### config.mk
export PLATFORM = sky130hd
export DESIGN_NAME = phase_adj
export DESIGN_NICKNAME = d
export VERILOG_FILES = /design/src/rtl/phadj_pkg.sv /design/src/rtl/phadj_value.sv /design/src/rtl/phadj_budget.sv /design/src/rtl/phase_adj.sv
export SDC_FILE = /design/constraint.sdc
export NUM_CORES = 1
export LEC_CHECK = 0
export BUFFER_PORTS_ARGS = -buffer_cell sky130_fd_sc_hd__buf_2
export CAP_MARGIN = 0
export CORE_MARGIN = 1
export CORE_UTILIZATION = 52
export DETAILED_ROUTE_END_ITERATION = 6
export PLACE_DENSITY = 0.84
export SLEW_MARGIN = 10
export SYNTH_ARGS = -nofsm -noshare
export SYNTH_HDL_FRONTEND = slang
export SYNTH_SLANG_ARGS = --single-unit
### constraint.sdc
create_clock -name clk -period 2.7 [get_ports clk]
set_input_delay 0.54 -clock clk [delete_from_list [all_inputs] [get_ports clk]]
set_output_delay 0.54 -clock clk [all_outputs]
set_load 0.005 [all_outputs]
### src/rtl/phadj_pkg.sv
package phadj_pkg;

  typedef enum logic {
    PH_ADVANCE = 1'b0,
    PH_RETARD  = 1'b1
  } ph_dir_e;

  // room for steps inside one nominal conversion period
  function automatic int unsigned slack_cycles(int unsigned osr);
    return osr - 1;
  endfunction

endpackage

### src/rtl/phadj_value.sv
module phadj_value #(
  parameter int unsigned MAG_W = 8
) (
  input  logic                   clk,
  input  logic                   rst_n,
  input  logic                   wr_en,
  input  phadj_pkg::ph_dir_e     wr_dir,
  input  logic [MAG_W-1:0]       wr_mag,
  input  logic                   step_fire,
  output phadj_pkg::ph_dir_e     dir_q,
  output logic [MAG_W-1:0]       mag_q,
  output logic                   mag_nz,
  output logic                   wr_accept
);

  assign mag_nz    = |mag_q;
  // a new value is taken only once the previous shift has drained
  assign wr_accept = wr_en && !mag_nz;

  always_ff @(posedge clk) begin
    if (!rst_n) begin
      dir_q <= phadj_pkg::PH_ADVANCE;
      mag_q <= '0;
    end else if (wr_accept) begin
      dir_q <= wr_dir;
      mag_q <= wr_mag;
    end else if (step_fire) begin
      mag_q <= mag_q - 1'b1;
    end
  end

endmodule

### src/rtl/phadj_budget.sv
module phadj_budget #(
  parameter int unsigned OSR = 144
) (
  input  logic clk,
  input  logic rst_n,
  input  logic clear,
  input  logic period_end,
  input  logic step_fire,
  output logic budget_nz
);

  localparam int unsigned CW      = $clog2(OSR);
  localparam int unsigned SLACK_I = phadj_pkg::slack_cycles(OSR);
  localparam logic [CW-1:0] SLACK = CW'(SLACK_I);

  logic [CW-1:0] left_q;

  assign budget_nz = |left_q;

  // clear wins so a fresh value always waits for a real boundary;
  // leftover room is dropped at every boundary
  always_ff @(posedge clk) begin
    if (!rst_n) begin
      left_q <= '0;
    end else if (clear) begin
      left_q <= '0;
    end else if (period_end) begin
      left_q <= SLACK;
    end else if (step_fire) begin
      left_q <= left_q - 1'b1;
    end
  end

endmodule

### src/rtl/phase_adj.sv
module phase_adj #(
  parameter int unsigned MAG_W = 8,
  parameter int unsigned OSR   = 144
) (
  input  logic             clk,
  input  logic             rst_n,
  input  logic             wr_en,
  input  logic [MAG_W:0]   wr_value,
  input  logic             period_end,
  output logic             step_adv,
  output logic             step_ret,
  output logic [MAG_W:0]   remaining,
  output logic             busy
);

  import phadj_pkg::*;

  localparam int unsigned MAG_MAX = (1 << MAG_W) - 1;

  generate
    if (2 * slack_cycles(OSR) < MAG_MAX) begin : g_bad_cfg
      $error("phase_adj: two periods cannot absorb the largest magnitude");
    end
  endgenerate

  function automatic logic [MAG_W:0] readback(ph_dir_e d, logic [MAG_W-1:0] m);
    return (m == '0) ? '0 : {d == PH_RETARD, m};
  endfunction

  ph_dir_e           wr_dir;
  ph_dir_e           dir_q;
  logic [MAG_W-1:0]  mag_q;
  logic              mag_nz;
  logic              wr_accept;
  logic              budget_nz;
  logic              step_fire;

  assign wr_dir    = wr_value[MAG_W] ? PH_RETARD : PH_ADVANCE;
  assign step_fire = budget_nz && mag_nz;

  phadj_value #(.MAG_W(MAG_W)) u_value (
    .clk       (clk),
    .rst_n     (rst_n),
    .wr_en     (wr_en),
    .wr_dir    (wr_dir),
    .wr_mag    (wr_value[MAG_W-1:0]),
    .step_fire (step_fire),
    .dir_q     (dir_q),
    .mag_q     (mag_q),
    .mag_nz    (mag_nz),
    .wr_accept (wr_accept)
  );

  phadj_budget #(.OSR(OSR)) u_budget (
    .clk        (clk),
    .rst_n      (rst_n),
    .clear      (wr_accept),
    .period_end (period_end),
    .step_fire  (step_fire),
    .budget_nz  (budget_nz)
  );

  assign step_adv  = step_fire && (dir_q == PH_ADVANCE);
  assign step_ret  = step_fire && (dir_q == PH_RETARD);
  assign remaining = readback(dir_q, mag_q);
  assign busy      = mag_nz;

endmodule

**Word-level counts from Yosys, hierarchy flattened**

Index checks and enable logic that the tools add are counted.

- Add/subtract/negate cells: 2
- Muxes and demuxes: 6
- Bitwise gates (word level): 2
- Reduce and logical (&&, ||, !) cells: 12

Operator list:

| cell | number |
|---|---|
| 8-bit two-way mux | 4 |
| 8-bit OR reduction | 2 |
| 8-bit by 1-bit subtractor with 8-bit output, second input constant | 2 |
| 9-bit two-way mux | 1 |
| 8-bit zero test | 1 |
| 1-bit logical AND | 4 |
| 2-bit nonzero test | 2 |
| 3-bit OR reduction | 1 |
| 1-bit inverter | 2 |
| 2-bit OR reduction | 1 |
| 1-bit zero test | 1 |
| 1-bit two-way mux | 1 |

- Register bits after elaboration: 17
- Input port bits: 13
- Output and inout port bits: 12
- Logic and storage cells: 26

**Depth between registers and ports, before layout**

Gate-level depths: netlist of run 1.

- Depth in word-level cells: 4
- Mapped depth: 7
- Mapped depth without buffers: 6

**By module**

From an unflattened synthesis of run 1, not the netlist that was laid out.

- Cells, all modules: 117
- Area total of the unflattened synthesis: 957.2 um^2

By module, submodules not included:

| module | times used | cells each | area an instance (um^2) | seq. area each (um^2) |
|---|---|---|---|---|
| phadj_value | 1 | 60 | 509.2 | 180.2 |
| phadj_budget | 1 | 43 | 379.1 | 160.2 |
| phase_adj | 1 | 14 | 68.8 | 0.0 |

**Least setup slack after synthesis of run 1**

Ideal clock, no wire load.

- Kind: register to output
- Start point: register u_value.mag_q[0]
- End point: output step_adv
- Arrival time: 1,517 ps
- Path slack: 643 ps
- Cell stages (with the launch flop): 7
- Cell sequence: dfxtp_1 > inv_1 > ha_1 > or4b_4 > o22ai_4 > buf_6 > nor2_1

- Word-level cells in the longest chain between the ends: 3

Ends and longest elaborated chain:

| item | RTL line | source |
|---|---|---|
| start, declared | phadj_value.sv:11 | `output logic [MAG_W-1:0] mag_q,` |
| start signal, assigned | phadj_value.sv:26 | `mag_q <= wr_mag;` |
| start signal, assigned | phadj_value.sv:28 | `mag_q <= mag_q - 1'b1;` |
| 8-bit OR reduction | phadj_value.sv:16 | `assign mag_nz = \|mag_q;` |
| 1-bit logical AND | phase_adj.sv:39 | `assign step_fire = budget_nz && mag_nz;` |
| 1-bit logical AND | phase_adj.sv:63 | `assign step_adv = step_fire && (dir_q == PH_ADVANCE);` |
| end, declared | phase_adj.sv:10 | `output logic step_adv,` |

Every way passes these cells.

**Worst setup path in the final report of run 1**

- Start point: register u_value.mag_q[0]
- End point: output step_ret

- Word-level cells in the longest chain between the ends: 3

Ends and longest elaborated chain:

| item | RTL line | source |
|---|---|---|
| 8-bit OR reduction | phadj_value.sv:16 |  |
| 1-bit logical AND | phase_adj.sv:39 |  |
| 1-bit logical AND | phase_adj.sv:64 | `assign step_ret = step_fire && (dir_q == PH_RETARD);` |
| end, declared | phase_adj.sv:11 | `output logic step_ret,` |

Every way passes these cells.

==> results of run 1 <==
-- synthesized netlist by cell type --
cell / instances / area, um2
nor4b_4: 1 / 23.77
a21oi_1: 11 / 55.05
or4_4: 1 / 11.26
nand3_1: 3 / 15.01
o21ai_0: 4 / 20.02
o31a_2: 1 / 10.01
dlygate4sd3_1: 1 / 10.01
o31ai_1: 1 / 7.510
a311oi_1: 3 / 26.28
clkbuf_2: 2 / 10.01
and4_1: 1 / 8.760
or4b_4: 1 / 13.76
nor4b_2: 1 / 15.01
nor4_1: 1 / 6.260
a31oi_1: 4 / 25.02
or3_2: 5 / 37.54
nand2_1: 11 / 41.29
nor3_1: 3 / 15.01
a22oi_2: 1 / 12.51
xnor2_1: 2 / 17.52
inv_1: 7 / 26.28
nand4_1: 2 / 12.51
a211oi_1: 2 / 15.01
or3_1: 3 / 18.77
buf_6: 1 / 11.26
buf_2: 1 / 5.000
o211ai_1: 2 / 15.01
a211o_1: 1 / 8.760
nor3b_1: 2 / 15.01
or4_1: 2 / 15.01
or3b_2: 1 / 8.760
and2_1: 3 / 18.77
or4_2: 1 / 8.760
mux2i_1: 1 / 10.01
clkbuf_1: 5 / 18.77
o221ai_1: 1 / 8.760
nor2_1: 6 / 22.52
o41ai_1: 1 / 8.760
dfxtp_1: 17 / 340.3
ha_1: 3 / 37.54
o21ai_1: 4 / 20.02
o22ai_4: 1 / 20.02
nor4b_1: 1 / 8.760
xor2_1: 1 / 8.760
-- layer usage --
metal	GRT usage [%]	share of wire [%]	up-vias
li1	-	-	512
met1	26.62	46	483
met2	41.10	49	26
met3	3.846	3.5	7
met4	9.714	1.9	0
met5	0	0	-
-- cell families (layout without fill, tap and decap cells) --
kind of cell	Yosys count	count (layout)	share of synthesized area (%)
adders and majority gates	3	3	3.526
muxes	1	1	0.9401
and+or+nand+nor	49	49	29.73
xor gates and xnor gates	3	3	2.468
AOI/OAI and AO/OA	37	37	23.74
buffers and inverters	17	36	7.638
DFF	17	17	31.96
-- where the power goes --
part | switching (mW) | leakage [nW] | internal [mW] | total (mW)
sequential | 0.131 | 0.141 | 0.346 | 0.476
combinational | 0.519 | 0.340 | 0.441 | 0.960
clock | 0.0807 | 0.0150 | 0.0575 | 0.138
total | 0.730 | 0.495 | 0.844 | 1.57
-- metrics by stage --
stage,cells,hold WS [ns]
detailed placement,169,0.4867
CTS,173,0.4755
global route,173,0.4704
finish,173,0.4726
global placement,169,0.4663
floorplan,127,0.4535
-- layout make-up --
cell class	instances	area share, %
inverters	7	2.194
well taps	27	2.821
flip-flops and latches	17	28.42
clock buffers	4	2.194
multi-input cells	93	53.71
repair buffers	25	10.66
-- worst max-delay path, stage by stage (launching register included) --
cell and delay [ns]:
dfxtp_1 0.36, inv_1 0.11, ha_1 0.22, nor4b_4 0.41
a22oi_2 0.27, and2_1 0.23, buf_2 0.12
-- flip-flops by register name, summed over array words and instances, names as in the netlist --
name             count
u_value.dir_q        1
u_budget.left_q      8
u_value.mag_q        8
-- path summary, 6_finish.rpt --
| kind | startpoint | end | slack, ns | cells past startpoint |
|---|---|---|---|---|
| worst max register to register | u_value.mag_q[0] | u_value.mag_q[1] | 0.67 | 7 |
| worst max-delay path | u_value.mag_q[0] | step_ret | 0.14 | 6 |
| worst min-delay path | wr_value[1] | u_value.mag_q[1] | 0.47 | 3 |
| worst min register to register | u_value.dir_q | u_value.dir_q | 0.51 | 2 |
==> impl_metrics.json, run 1 <==
{
  "diodes": 0,
  "powerDensity_mw_per_mm2": 1315,
  "maxSlewHeadroom_pct": 56.92,
  "fmax_mhz": 391.2,
  "wl_um": 2296,
  "wl_per_cell_um": 13.27,
  "seq_area_um2": 340.3,
  "synth_cell_type_count": 44,
  "tns_ns": 0,
  "multiInputGateArea_um2": 643.1,
  "cts_max_path_buffers": 2,
  "hp-class": "input port to flip-flop",
  "path_class": "flip-flop to output pin",
  "hold_viol": 0,
  "end_kind": "output pin",
  "cts_max_level": 1,
  "num_rows": 16,
  "post_cts_buffers": 0,
  "drive_gt1_share_pct": 28.77,
  "area_delta_synth_final_pct": 12.46,
  "gp_congestion": 0.8465,
  "fin_crit_ns": 2.556,
  "place_ws_ns": 0.5000,
  "drt-pass1-iter-count": 4,
  "tightest_slew_ns": 0.6372,
  "grt_pass1_wl_um": 3636,
  "yosysWarnings": 0,
  "dieArea_mm2": 0.002233,
  "grt_overflow": 0,
  "setup_violations": 0,
  "clkSinkCount": 17,
  "hold_buffers": 0,
  "layout_common_cells": "24 x buf_2, 17 x dfxtp_1, 11 x nand2_1, 11 x a21oi_1, 7 x inv_1",
  "die_h_um": 47.25,
  "cts_tree": "done",
  "slew_violations": 0,
  "start_util_pct": 54.83,
  "path_max_fanout": 10,
  "vias": 1028,
  "synthCells": 127,
  "final_nets": 163,
  "fin_area_mm2": 0.001197,
  "die-width_um": 47.25,
  "ios": 25,
  "p_leak_nw": 0.4955,
  "drt_iter0_markers": 20,
  "worst_ep_arrival_time_ns": 2.02,
  "worst_slack_ns": 0.1439,
  "grt_max_degree": 17,
  "routed_via_density": 5.942,
  "synth-seq-area-share_pct": 31.96,
  "critPathLaunchType": "flip-flop",
  "cts_buffers": 3,
  "period_share_pct": 94.67,
  "status": "finished clean",
  "clk_latency_ns": 0.29,
  "first_global_vias": 918,
  "rsz0062_at_grt": "no",
  "syn-num-nets": 143,
  "power_mw": 1.574,
  "ys_ff_latch": 17,
  "drc": 0,
  "core_mm2": 0.001942,
  "ir_drop_mv": 0.7108,
  "placed_area_mm2": 0.001171,
  "dp_hpwl_um": 1751,
  "fin_util_pct": 61.66,
  "maxCapViolations": 0,
  "nFillCells": 181,
  "antenna_found_initial": 0,
  "portBuffers": 24,
  "cts-resized-gates": 0,
  "fin_skew_ns": 0.003463,
  "syn_area_per_cell_um2": 8.384,
  "root_buffer": "clkbuf_4",
  "ant_nets": 0,
  "synth_area_mm2": 0.001065,
  "clk_pin_slew_worst_paths_ns": 0.10,
  "worstPathRequired_ns": 2.16,
  "mostFrequentLayoutCell": "buf_2",
  "grt.total_usage_pct": 22.96
}
No activity file was read; power rests on OpenSTA's default activity.
==> inputs of run 2 (changes only) <==
--- a/config.mk
+++ b/config.mk
@@ -11,6 +11,8 @@
 export CORE_UTILIZATION = 52
 export DETAILED_ROUTE_END_ITERATION = 6
 export PLACE_DENSITY = 0.84
+export RECOVER_POWER = 100
+export SETUP_SLACK_MARGIN = 0.5
 export SLEW_MARGIN = 10
 export SYNTH_ARGS = -nofsm -noshare
 export SYNTH_HDL_FRONTEND = slang
==> impl_metrics.json, run 2 (synthesis gave the netlist of run 1 again) <==
{
  "fin_crit_ns": 2.400,
  "hp-class": "input port to flip-flop",
  "post-place-cells": 169,
  "internal-power_uw": 936.4,
  "grt_max_degree": 17,
  "clkSinkCount": 17,
  "maxSlewHeadroom_pct": 31.60,
  "cts_tree": "done",
  "maxCapViolations": 0,
  "placed_area_mm2": 0.001171,
  "swShare_pct": 47.17,
  "num_rows": 16,
  "final_nets": 175,
  "path_max_fanout": 4,
  "slew_violations": 0,
  "die-width_um": 47.25,
  "root_buffer": "clkbuf_4",
  "min_delay_path_depth": 3,
  "dp_hpwl_um": 1751,
  "first_global_vias": 1030,
  "core_mm2": 0.001942,
  "grt_overflow": 0,
  "path_class": "flip-flop to output pin",
  "top_regs": "u_budget.left_q: 8 flops, u_value.mag_q: 8 flops, u_value.dir_q: 1 flops",
  "fmax_mhz": 416.7,
  "critPathLaunchType": "flip-flop",
  "reg2reg_to": "u_value.mag_q[3]",
  "powerDensity_mw_per_mm2": 1385,
  "worst_r2r_path_depth": 7,
  "critPathMaxStageDelay_ns": 0.50,
  "drc": 0,
  "r2r_start": "u_value.mag_q[1]",
  "fin_util_pct": 65.91,
  "hold_viol": 0,
  "setup_violations": 0,
  "cts_max_path_buffers": 2,
  "portBuffers": 24,
  "power_mw": 1.773,
  "cts_buffers": 3,
  "worstPathRequired_ns": 2.16,
  "worst_slack_ns": 0.3000,
  "gp_congestion": 0.8465,
  "place_ws_ns": 0.5000,
  "rsz0062_at_grt": "yes",
  "routed_via_density": 6.195,
  "cts_max_level": 1,
  "p_switching_uw": 836.1,
  "slowest_stage": "or4b_1",
  "vias": 1146,
  "status": "finished clean",
  "dieArea_mm2": 0.002233,
  "whs_ns": 0.4762,
  "path_cells": "inv_1, ha_4, or4b_1, o22ai_1, nor2_1, buf_2",
  "diodes": 0,
  "drive_gt1_share_pct": 32.28,
  "final_cells": 185,
  "drt-pass1-iter-count": 5,
  "worst_ep_arrival_time_ns": 1.86,
  "grt_pass1_wl_um": 4305,
  "hold_buffers": 0,
  "layout_common_cells": "20 x buf_2, 16 x dfxtp_1, 11 x a21oi_1, 10 x nand2_1, 10 x buf_4",
  "pwr-share-seq_pct": 27.3,
  "area_delta_synth_final_pct": 20.21,
  "clk_pin_slew_worst_paths_ns": 0.10,
  "grt.total_usage_pct": 27.59,
  "start_util_pct": 54.83,
  "fin_skew_ns": 0.005519,
  "antenna_found_initial": 0,
  "hold-path-endpoint": "u_value.dir_q",
  "crit_path_start": "u_value.mag_q[1]",
  "tightest_slew_ns": 1.012,
  "p_leak_nw": 0.5291,
  "end_kind": "output pin",
  "r2r_slack_ns": 0.39,
  "tns_ns": 0,
  "combPwrFrac_pct": 64.9,
  "ios": 25,
  "die_h_um": 47.25,
  "period_share_pct": 88.89,
  "min_from": "wr_value[8]",
  "drt_iter0_markers": 71,
  "wl_um": 3023,
  "clkPwrFrac_pct": 7.9,
  "ant_nets": 0,
  "fin_area_mm2": 0.001280,
  "mostFrequentLayoutCell": "buf_2",
  "wl_per_cell_um": 16.34,
  "ir_drop_mv": 0.7647,
  "clk_latency_ns": 0.30
}
[run 2: worst max-delay path: cells and delay by family (launching register included)]
kind,cells,cell delay [ns]
AO/OA/AOI/OAI,1,0.26
adder cells (fa/ha/maj),1,0.17
buffers and inverters,2,0.24
flip-flops,1,0.33
AND/OR/NAND/NOR,2,0.56
[run 2: layout make-up]
class | count | area, um2
inverter | 7 | 26.28
fill | 163 | 661.9
tap | 27 | 33.78
multi-input combinational | 93 | 646.9
clock buffer | 4 | 26.28
sequential | 17 | 341.6
timing repair buffer | 37 | 205.2
[run 2: worst max path at each step]
| stage | end | slack (ns) | cells past startpoint |
|---|---|---|---|
| after floorplan | step_adv | 0.64 | 6 |
| after global placement | step_ret | 0.58 | 6 |
| after detailed placement | step_ret | 0.50 | 6 |
| after CTS | step_adv | 0.49 | 6 |
| after global routing | step_adv | 0.24 | 6 |
| final | step_adv | 0.30 | 6 |
[run 2: timing repair]
item | 4_1_cts | 5_1_grt
setup endpoints to repair | 4 | 3
pin swaps | 3 | 0
buffers inserted | 7 | 5
gates resized for setup | 7 | 3
[run 2: power groups by stage]
stage	clock network [mW]	registers (mW)	logic, mW
2_1_floorplan	0	0.439	0.789
3_3_place_gp	0	0.471	0.929
3_5_place_dp	0	0.481	0.954
4_1_cts	0.140	0.473	1.08
5_1_grt	0.149	0.493	1.23
6_report	0.139	0.483	1.15
[run 2: layer usage]
| layer | GRT usage, % | share of wire (%) |
|---|---|---|
| met1 | 29.63 | 40 |
| met2 | 49.32 | 49 |
| met3 | 6.154 | 7.0 |
| met4 | 15.43 | 4.5 |
| met5 | 0 | 0 |
==> inputs of run 3 (changes only) <==
--- a/config.mk
+++ b/config.mk
@@ -7,6 +7,7 @@
 export LEC_CHECK = 0
 export BUFFER_PORTS_ARGS = -buffer_cell sky130_fd_sc_hd__buf_2
 export CAP_MARGIN = 0
+export CORE_ASPECT_RATIO = 1.5
 export CORE_MARGIN = 1
 export CORE_UTILIZATION = 52
 export DETAILED_ROUTE_END_ITERATION = 6
==> impl_metrics.json, run 3 (synthesis gave the netlist of run 1 again) <==
{
  "status": "finished clean",
  "combPwrFrac_pct": 62.8,
  "gp_congestion": 0.8437,
  "first_global_vias": 1149,
  "clkPwrFrac_pct": 8.4,
  "p_leak_nw": 0.5230,
  "vias": 1136,
  "power_mw": 1.666,
  "area_delta_synth_final_pct": 15.75,
  "path_class": "flip-flop to output pin",
  "critPathLaunchType": "flip-flop",
  "hold_viol": 0,
  "slowest_stage": "or4b_1",
  "dieArea_mm2": 0.002236,
  "crit_path_start": "u_value.mag_q[1]",
  "core_mm2": 0.001878,
  "endpoint": "step_adv",
  "start_util_pct": 56.70,
  "tns_ns": 0,
  "worst_r2r_path_depth": 7,
  "path_cells": "inv_1, ha_1, or4b_1, o22ai_1, nor2_1, clkbuf_1",
  "maxSlewHeadroom_pct": 37.83,
  "r2r_slack_ns": 0.41,
  "period_share_pct": 87.60,
  "worst_ep_arrival_time_ns": 1.83,
  "diodes": 0,
  "nFillCells": 158,
  "powerDensity_mw_per_mm2": 1351,
  "antenna_found_initial": 0,
  "clkSinkCount": 17,
  "rsz0062_at_grt": "yes",
  "cts_max_level": 1,
  "setup_violations": 0,
  "reg2reg_to": "u_value.mag_q[3]",
  "cts_max_path_buffers": 2,
  "layout_common_cells": "23 x buf_2, 16 x dfxtp_1, 11 x nand2_1, 11 x a21oi_1, 7 x buf_4",
  "grt_overflow": 0,
  "drc": 0,
  "p_switching_uw": 785.6,
  "worstPathRequired_ns": 2.16,
  "mostFrequentLayoutCell": "buf_2",
  "slew_violations": 0,
  "fin_util_pct": 65.62,
  "drt_iter0_markers": 38,
  "dp_hpwl_um": 1959,
  "ir_drop_mv": 0.7855,
  "end_kind": "output pin",
  "r2r_start": "u_value.mag_q[1]",
  "top_regs": "u_budget.left_q: 8 flops, u_value.mag_q: 8 flops, u_value.dir_q: 1 flops",
  "wl_um": 2854,
  "fin_skew_ns": 0.0005276,
  "drt-pass1-iter-count": 4,
  "maxCapViolations": 0,
  "grt_pass1_wl_um": 4671,
  "grt_max_degree": 17,
  "fmax_mhz": 422.8,
  "cts_buffers": 3,
  "wl_per_cell_um": 16.31,
  "fin_crit_ns": 2.365,
  "cts_tree": "done",
  "die_h_um": 57.42,
  "root_buffer": "clkbuf_4",
  "ant_nets": 0,
  "critPathMaxStageDelay_ns": 0.49,
  "ios": 25,
  "swShare_pct": 47.17,
  "die-width_um": 38.95,
  "grt.total_usage_pct": 29.66,
  "clk_pin_slew_worst_paths_ns": 0.09,
  "internal-power_uw": 879.9,
  "pwr-share-seq_pct": 28.8,
  "num_rows": 19,
  "tightest_slew_ns": 0.9197,
  "final_nets": 171,
  "drive_gt1_share_pct": 31.17,
  "portBuffers": 24,
  "hp-class": "input port to flip-flop",
  "path_max_fanout": 3,
  "clk_latency_ns": 0.30,
  "routed_via_density": 6.491
}
run 3: worst max-delay path: cells and delay by family, from the launching register on:
family,cells,cell delay (ns)
DFF,1,0.33
adders and majority gates,1,0.21
AOI/OAI and AO/OA,1,0.25
buffers and inverters,2,0.19
and+or+nand+nor,2,0.56
run 3: worst min-delay path by stage:
stage | end | cells past startpoint | start | slack [ns]
after floorplan | u_value.dir_q | 2 | u_value.dir_q | 0.45
after global placement | u_value.dir_q | 2 | u_value.dir_q | 0.47
after detailed placement | u_value.dir_q | 2 | u_value.dir_q | 0.49
after CTS | u_value.mag_q[2] | 3 | wr_value[2] | 0.47
after global routing | u_value.dir_q | 3 | wr_value[8] | 0.47
final | u_value.mag_q[2] | 3 | wr_value[2] | 0.47
run 3: final cells by class:
cell class	count	area, um2	area share (%)
clock buffers	4	26.28	2.132
inverters	7	26.28	2.132
flip-flops and latches	17	341.6	27.72
repair buffers	33	178.9	14.52
multi-input cells	93	633.1	51.37
well taps	21	26.28	2.132
run 3: power groups by stage:
| stage | clock network (mW) | logic (mW) | registers, mW |
|---|---|---|---|
| floorplan | 0 | 0.789 | 0.439 |
| global placement | 0 | 0.941 | 0.469 |
| detailed placement | 0 | 0.968 | 0.479 |
| CTS | 0.142 | 1.11 | 0.473 |
| global route | 0.153 | 1.13 | 0.489 |
| finish | 0.140 | 1.05 | 0.480 |
run 3: timing repair:
action	CTS	global route
hold buffers	0	0
cloned	0	0
endpoints found under the setup margin	4	3
setup buffers	8	0
pin swaps	3	1
resized for setup	8	2
run 3: metrics by stage:
step	area (um2)	setup slack, ns	cells	hold WS [ns]
after global placement	1164	0.5993	163	0.4718
after CTS	1272	0.4831	175	0.4660
after floorplan	1065	0.6432	127	0.4535
after detailed placement	1164	0.5103	163	0.4871
after global routing	1232	0.2714	175	0.4749
final	1232	0.3348	175	0.4673
run 3: metal layers:
metal	track usage (%)	up-vias	routed length (um)
met2	53.81	59	1543
met1	26.65	529	1033
li1	-	528	-
met4	19.21	0	152
met3	7.393	20	124
met5	0	-	0
